`src/rtl/penc_pkg.sv`:
```
`timescale 1ns/1ps
package penc_pkg;

  // strobes from the control to the datapath, valid in the current cycle
  typedef struct packed {
    logic accept;    // input taken at the coming edge
    logic forced;    // first-data in mid-block: close block early
    logic lastIn;    // this input completes a block
    logic boundary;  // load output shifter and restart the burst
    logic advance;   // shift out one symbol
  } strobes_t;

  function automatic int onesCount(input logic [31:0] v);
    int n;
    n = 0;
    for (int i = 0; i < 32; i++) n += int'(v[i]);
    return n;
  endfunction

endpackage

```
`src/rtl/penc_ctrl.sv`:
```
`timescale 1ns/1ps
module penc_ctrl
  import penc_pkg::*;
#(
  parameter int PN = 3,
  parameter int M  = 4
) (
  input  logic                    clk,
  input  logic                    sclr,
  input  logic                    ce,
  input  logic                    nd,
  input  logic                    fd,
  output strobes_t                stb,
  output logic [$clog2(PN)-1:0]   phase,
  output logic                    rdy,
  output logic                    rffd
);
  localparam int BLK  = 2 * PN;
  localparam int POSW = $clog2(BLK);
  localparam int PW   = $clog2(PN);
  localparam int IW   = $clog2(M);

  logic [POSW-1:0] pos, effPos, phaseWide;
  logic            active;
  logic [IW-1:0]   idx;
  logic            restart;

  always_comb begin
    stb.accept   = ce & nd;
    restart      = stb.accept & fd;
    effPos       = restart ? '0 : pos;
    stb.lastIn   = stb.accept && (effPos == POSW'(BLK - 1));
    stb.forced   = restart && (pos != '0);
    stb.boundary = stb.lastIn | stb.forced;
    stb.advance  = ce & active;
    phaseWide    = (effPos >= POSW'(PN)) ? effPos - POSW'(PN) : effPos;
    phase        = PW'(phaseWide);
  end

  always_ff @(posedge clk) begin
    if (sclr) begin
      pos    <= '0;
      active <= 1'b0;
      idx    <= '0;
    end else if (ce) begin
      if (stb.accept) pos <= stb.lastIn ? '0 : effPos + POSW'(1);
      if (stb.boundary) begin
        active <= 1'b1;
        idx    <= '0;
      end else if (active) begin
        if (idx == IW'(M - 1)) active <= 1'b0;
        idx <= idx + IW'(1);
      end
    end
  end

  assign rdy  = active;
  assign rffd = (pos == '0);

endmodule

```
`src/rtl/penc_dp.sv`:
```
`timescale 1ns/1ps
module penc_dp
  import penc_pkg::*;
#(
  parameter int            K  = 7,
  parameter logic [K-1:0]  G0 = 7'b1111001,
  parameter logic [K-1:0]  G1 = 7'b1011011,
  parameter int            PN = 3,
  parameter logic [PN-1:0] P0 = 3'b101,
  parameter logic [PN-1:0] P1 = 3'b011,
  parameter int            M  = 4
) (
  input  logic                  clk,
  input  logic                  sclr,
  input  logic                  ce,
  input  logic                  din,
  input  strobes_t              stb,
  input  logic [$clog2(PN)-1:0] phase,
  output logic [1:0]            dataOut
);
  localparam int KEPT = 2 * M;
  localparam int CW   = $clog2(KEPT + 1);
  localparam logic [1:0][K-1:0] GENS = {G1, G0};

  logic [K-2:0]   state;
  logic [K-1:0]   window;
  logic [1:0]     coded;
  logic           keep0, keep1;
  logic [1:0]     ins;
  logic [CW-1:0]  nk, kcnt, baseCnt;
  logic [KEPT-1:0] collect, hold, outReg, baseVec, merged;

  assign window = {din, state};

  for (genvar g = 0; g < 2; g++) begin : gParity
    assign coded[g] = ^(window & GENS[g]);
  end

  always_comb begin
    keep0 = P0[phase];
    keep1 = P1[phase];
    nk    = CW'(keep0) + CW'(keep1);
    if (keep0 && keep1) ins = coded;
    else if (keep0)     ins = {1'b0, coded[0]};
    else if (keep1)     ins = {1'b0, coded[1]};
    else                ins = 2'b00;
    baseVec = stb.forced ? '0 : collect;
    baseCnt = stb.forced ? '0 : kcnt;
    merged  = baseVec | (KEPT'(ins) << baseCnt);
  end

  always_ff @(posedge clk) begin
    if (sclr) begin
      state   <= '0;
      collect <= '0;
      kcnt    <= '0;
      hold    <= '0;
      outReg  <= '0;
    end else if (ce) begin
      if (stb.accept) begin
        state <= window[K-1:1];
        if (stb.lastIn) begin
          hold    <= merged;
          collect <= '0;
          kcnt    <= '0;
        end else begin
          collect <= merged;
          kcnt    <= baseCnt + nk;
          if (stb.forced) hold <= collect;
        end
      end
      if (stb.boundary)    outReg <= hold;
      else if (stb.advance) outReg <= outReg >> 2;
    end
  end

  assign dataOut = outReg[1:0];

endmodule

```
`src/rtl/punc_pair_enc.sv`:
```
`timescale 1ns/1ps
module punc_pair_enc
  import penc_pkg::*;
#(
  parameter int            K  = 7,
  parameter logic [K-1:0]  G0 = 7'b1111001,
  parameter logic [K-1:0]  G1 = 7'b1011011,
  parameter int            PN = 3,
  parameter logic [PN-1:0] P0 = 3'b101,
  parameter logic [PN-1:0] P1 = 3'b011
) (
  input  logic       clk,
  input  logic       sclr,
  input  logic       ce,
  input  logic       nd,
  input  logic       fd,
  input  logic       din,
  output logic [1:0] dataOut,
  output logic       rdy,
  output logic       rfd,
  output logic       rffd
);
  localparam int M = onesCount(32'(P0)) + onesCount(32'(P1));

  strobes_t                stb;
  logic [$clog2(PN)-1:0]   phase;

  penc_ctrl #(.PN(PN), .M(M)) uCtrl (
    .clk(clk), .sclr(sclr), .ce(ce), .nd(nd), .fd(fd),
    .stb(stb), .phase(phase), .rdy(rdy), .rffd(rffd)
  );

  penc_dp #(.K(K), .G0(G0), .G1(G1), .PN(PN), .P0(P0), .P1(P1), .M(M)) uDp (
    .clk(clk), .sclr(sclr), .ce(ce), .din(din),
    .stb(stb), .phase(phase), .dataOut(dataOut)
  );

  assign rfd = 1'b1;

endmodule

```
`config.mk`:
```
export PLATFORM = sky130hd
export DESIGN_NAME = punc_pair_enc
export DESIGN_NICKNAME = d
export VERILOG_FILES = /design/src/rtl/penc_pkg.sv /design/src/rtl/penc_ctrl.sv /design/src/rtl/penc_dp.sv /design/src/rtl/punc_pair_enc.sv
export SDC_FILE = /design/constraint.sdc
export NUM_CORES = 1
export LEC_CHECK = 0
export BUFFER_PORTS_ARGS = -buffer_cell sky130_fd_sc_hd__buf_2
export CAP_MARGIN = 20
export CORE_MARGIN = 2
export CORE_UTILIZATION = 35
export DETAILED_ROUTE_END_ITERATION = 10
export GPL_TIMING_DRIVEN = 0
export SLEW_MARGIN = 5
export SYNTH_ARGS = -nofsm -noshare
export SYNTH_HDL_FRONTEND = slang
export SYNTH_SLANG_ARGS = --single-unit
export TNS_END_PERCENT = 10
```
`constraint.sdc`:
```
create_clock -name clk -period 3.33 [get_ports clk]
set_clock_uncertainty 0.15 [all_clocks]
set_input_delay 0.333 -clock clk [delete_from_list [all_inputs] [get_ports clk]]
set_output_delay 0.333 -clock clk [all_outputs]
set_load 0.005 [all_outputs]
```
==> summary.md <==
The final cell area excluding filler cells is 2430 µm², and the width of the die is 82.4 µm. The number of design rule violations left after detail routing came out at 0. The static leakage came out at 0.889 nW. 11 I/O pins were placed. For the total count of max-transition violations in the final report, the log shows 0.

The post-route fraction of the period consumed by the critical path works out to 0.931. The die covers 6780 µm². The area share of the largest cell type after synthesis is 0.373, and the number of max-cap violations is 0. STA classifies the critical path endpoint as a register. Met1 routing resource usage after global routing: 0.232. By count the netlist is led by nand2_1 (43), dfxtp_1 (40), nor2_1 (30). Setup violations remaining at the end of the flow were counted as 0. At the later pin of the worst-skew pair, clock insertion delay measures 0.30 ns.

Routability congestion estimate from global placement: 0.812. 0 antenna diodes ended up in the layout. The per-cell routed wire length came out at 13.8 µm. The relative slew slack was 0.598. The remaining antenna violation count is 0.

The met2 global-route usage is 0.241, and the largest voltage drop on the vdd net is 0.000167 V. The tools report the largest net degree at the start of global routing as 15. The most used routing layer is met2.

The share of async-settable or async-resettable flops after synthesis is 0. Of all nets on the critical path, the largest fanout is 6. The net count of the finished layout is 295.

For the final routed database, the setup TNS stands at 0 ns. After clock tree synthesis, the flow added hold-fix buffers numbering 0. For the sequential element share of the synthesized area, the log shows 0.373. The first global-routing pass estimated 8400 µm of wire.

The main flop type after synthesis was dfxtp_1. For the number of cells in the finished layout apart from fillers, the log shows 357. Data on the critical path is required at its endpoint by 3.35 ns. The longest clock path from root to sink contains 2 buffers. The layout has 599 filler cells.

The most common cell in the synthesized netlist is nand2_1. The H-tree was split into 2 levels. The routed design has 4910 µm of wire.

Count of synthesis-stage warnings from yosys: 0. The number of placement rows came out at 28. The worst setup path is launched from a register.

Once detailed placement completed, the half-perimeter wirelength came to 3620 µm. The number of enable-type register cells in the synthesized netlist was 0. The initial core utilization was 0.363. The critical path is of the reg -> reg type.

The total overflow left after global routing is 0. The number of different library cells used by synthesis comes to 53. Synthesis inferred 40 register bits.

Pin slew with the least headroom to its limit: 0.601 ns. For the area inside the core boundary, the log shows 5920 µm². The cell area that synthesis handed to floorplanning was 2150 µm². The y dimension of the die works out to 82.4 µm.

The run gives 0 as the number of antenna violations at the first check in global routing. At the worst endpoint, the arrival time is 3.12 ns. Dividing total power by cell area gives a power density of 425 nW/µm². Based on the critical path, the design can be clocked at up to 0.323 GHz.

The overall fraction of global-route tracks in use was 0.164. The tree is rooted in a clkbuf_8. After detailed routing, the number of vias per cell comes to 5.25.

Worst hold path class: in -> reg. Sorting the synthesized cells by area gives the leading types as dfxtp_1 (37%), nand2_1 (7.5%), nor2_1 (5.2%), a21oi_1 (4.7%), ha_1 (4.1%). The tools report the length of the first detailed-routing pass in iterations as 5. The routed layout has 1874 vias. The post-synthesis area per instance works out to 8.11 µm². In the synthesized netlist, the number of instances is 265. The number of nets handed over by synthesis was 279. The area growth from synthesis to layout is 13.0%. The tools report the number of clock sinks as 40.

TritonCTS built the clock tree. Hold violation total from the final report: 0. The most area-hungry cell type in the Yosys netlist was dfxtp_1. After detailed placement, the total cell area comes to 2280 µm². The detailed router's first-iteration violation count is 107. For the met3 routing resource usage after global routing, the log shows 0.0467. The share of final-layout standard cells stronger than drive strength 1 was 0.138. The tools report the CTS buffer count as 5.

The clock transition time at the flip-flop clock pins of the worst setup and hold paths was 0.08 ns. The run finished with clean final reports. Via count of the first global-routing pass: 1687. The number of port buffers is 8. The number of placed instances, taps included, is 348. The clock period could shrink to 3.10 ns.
-- cell families after synthesis --
logic type / after synthesis / share of synthesized area
flip-flops: 40 / 0.373
adder cells (fa/ha/maj): 8 / 0.0501
other: 1 / 0.00174
AO/OA/AOI/OAI: 65 / 0.215
AND/OR/NAND/NOR: 120 / 0.265
buffers and inverters: 25 / 0.0524
XOR/XNOR: 6 / 0.0431
-- stage by stage --
| step | utilization | hold slack (ns) | worst slack (ns) | power, mW |
|---|---|---|---|---|
| final | 0.410 | 0.141 | 0.229 | 1.03 |
| after floorplan | - | 0.275 | 0.173 | 0.594 |
| after detailed placement | 0.386 | 0.293 | -0.170 | 0.625 |
| after CTS | 0.405 | 0.135 | 0.0747 | 1.04 |
| after global routing | 0.410 | 0.178 | -0.0202 | 1.08 |
| after global placement | 0.386 | 0.289 | -0.142 | 0.625 |
-- routing by layer --
| layer | vias to the layer above | wire, µm |
|---|---|---|
| met4 | 0 | 58 |
| li1 | 968 | - |
| met1 | 860 | 2380 |
| met2 | 41 | 2220 |
| met3 | 5 | 261 |
| met5 | - | 0 |
-- area by class of cell --
cell class | count | area [µm²] | area share
Clock inverter | 3 | 46.3 | 0.0191
Timing Repair Buffer | 9 | 47.5 | 0.0196
Inverter | 8 | 30.0 | 0.0124
Multi-Input combinational cell | 200 | 1250 | 0.516
Tap cell | 75 | 93.8 | 0.0386
Sequential cell | 40 | 806 | 0.332
Buffer | 17 | 82.6 | 0.0340
Clock buffer | 5 | 68.8 | 0.0283
-- registers in the layout, summed over array words and instances, names as in the netlist --
name,flops
uDp.collect,8
uDp.hold,8
uDp.outReg,8
uDp.state,6
uDp.kcnt,4
uCtrl.pos,3
uCtrl.idx,2
uCtrl.rdy,1
-- what timing repair did --
item	4_1_cts	5_1_grt
setup endpoints to repair	0	2
gates resized for setup	0	7
setup buffers	0	1
-- power breakdown --
group / internal, mW / switching [mW]
registers: 0.488 / 0.0107
logic: 0.0452 / 0.0735
clock network: 0.226 / 0.188
total: 0.759 / 0.272
-- placed cells by master, fill, tap and decap left out, types with 2 or more instances in the layout --
| cell type | netlist | routed |
|---|---|---|
| a211oi_1 | 2 | 2 |
| a211oi_2 | 2 | 2 |
| a21o_1 | 2 | 2 |
| a21oi_1 | 20 | 20 |
| a22o_1 | 3 | 3 |
| a22oi_1 | 2 | 2 |
| a311oi_1 | 7 | 7 |
| a31oi_1 | 5 | 4 |
| and2_1 | 3 | 3 |
| and3_1 | 4 | 4 |
| buf_2 | 2 | 10 |
| buf_4 | 4 | 5 |
| clkbuf_1 | 9 | 9 |
| clkbuf_8 | 0 | 5 |
| dfxtp_1 | 40 | 38 |
| ha_1 | 7 | 5 |
| ha_2 | 0 | 2 |
| inv_1 | 8 | 8 |
| nand2_1 | 43 | 43 |
| nand2b_1 | 5 | 5 |
| nand3_1 | 5 | 5 |
| nand3b_1 | 2 | 2 |
| nand4_1 | 5 | 5 |
| nor2_1 | 30 | 30 |
| nor2b_1 | 3 | 3 |
| nor3_1 | 10 | 10 |
| o211ai_1 | 3 | 3 |
| o21a_1 | 2 | 2 |
| o21ai_0 | 9 | 9 |
| or3_1 | 2 | 2 |
| xnor2_1 | 2 | 2 |
-- critical path, cell delays in order (launching register included) --
cell       delay, ns
dfxtp_4         0.37
and2_1          0.16
ha_1            0.21
inv_1           0.06
ha_2            0.21
nand2b_1        0.13
o211ai_1        0.14
and2_1          0.20
nor2_1          0.12
ha_2            0.20
inv_1           0.06
fa_1            0.45
xnor2_1         0.15
a21oi_1         0.15
a2bb2oi_1       0.17
nor2_1          0.05
-- worst paths after layout --
path	from	endpoint	slack, ns	cells past startpoint
worst min register to register	uCtrl.idx[1]	uCtrl.idx[1]	0.31	2
worst max register to register	uCtrl.pos[0]	uDp.kcnt[2]	0.23	15
worst min-delay path	din	uDp.state[5]	0.14	3
worst max-delay path	uCtrl.pos[0]	uDp.kcnt[2]	0.23	15
No activity file was read; power rests on OpenSTA's default activity.
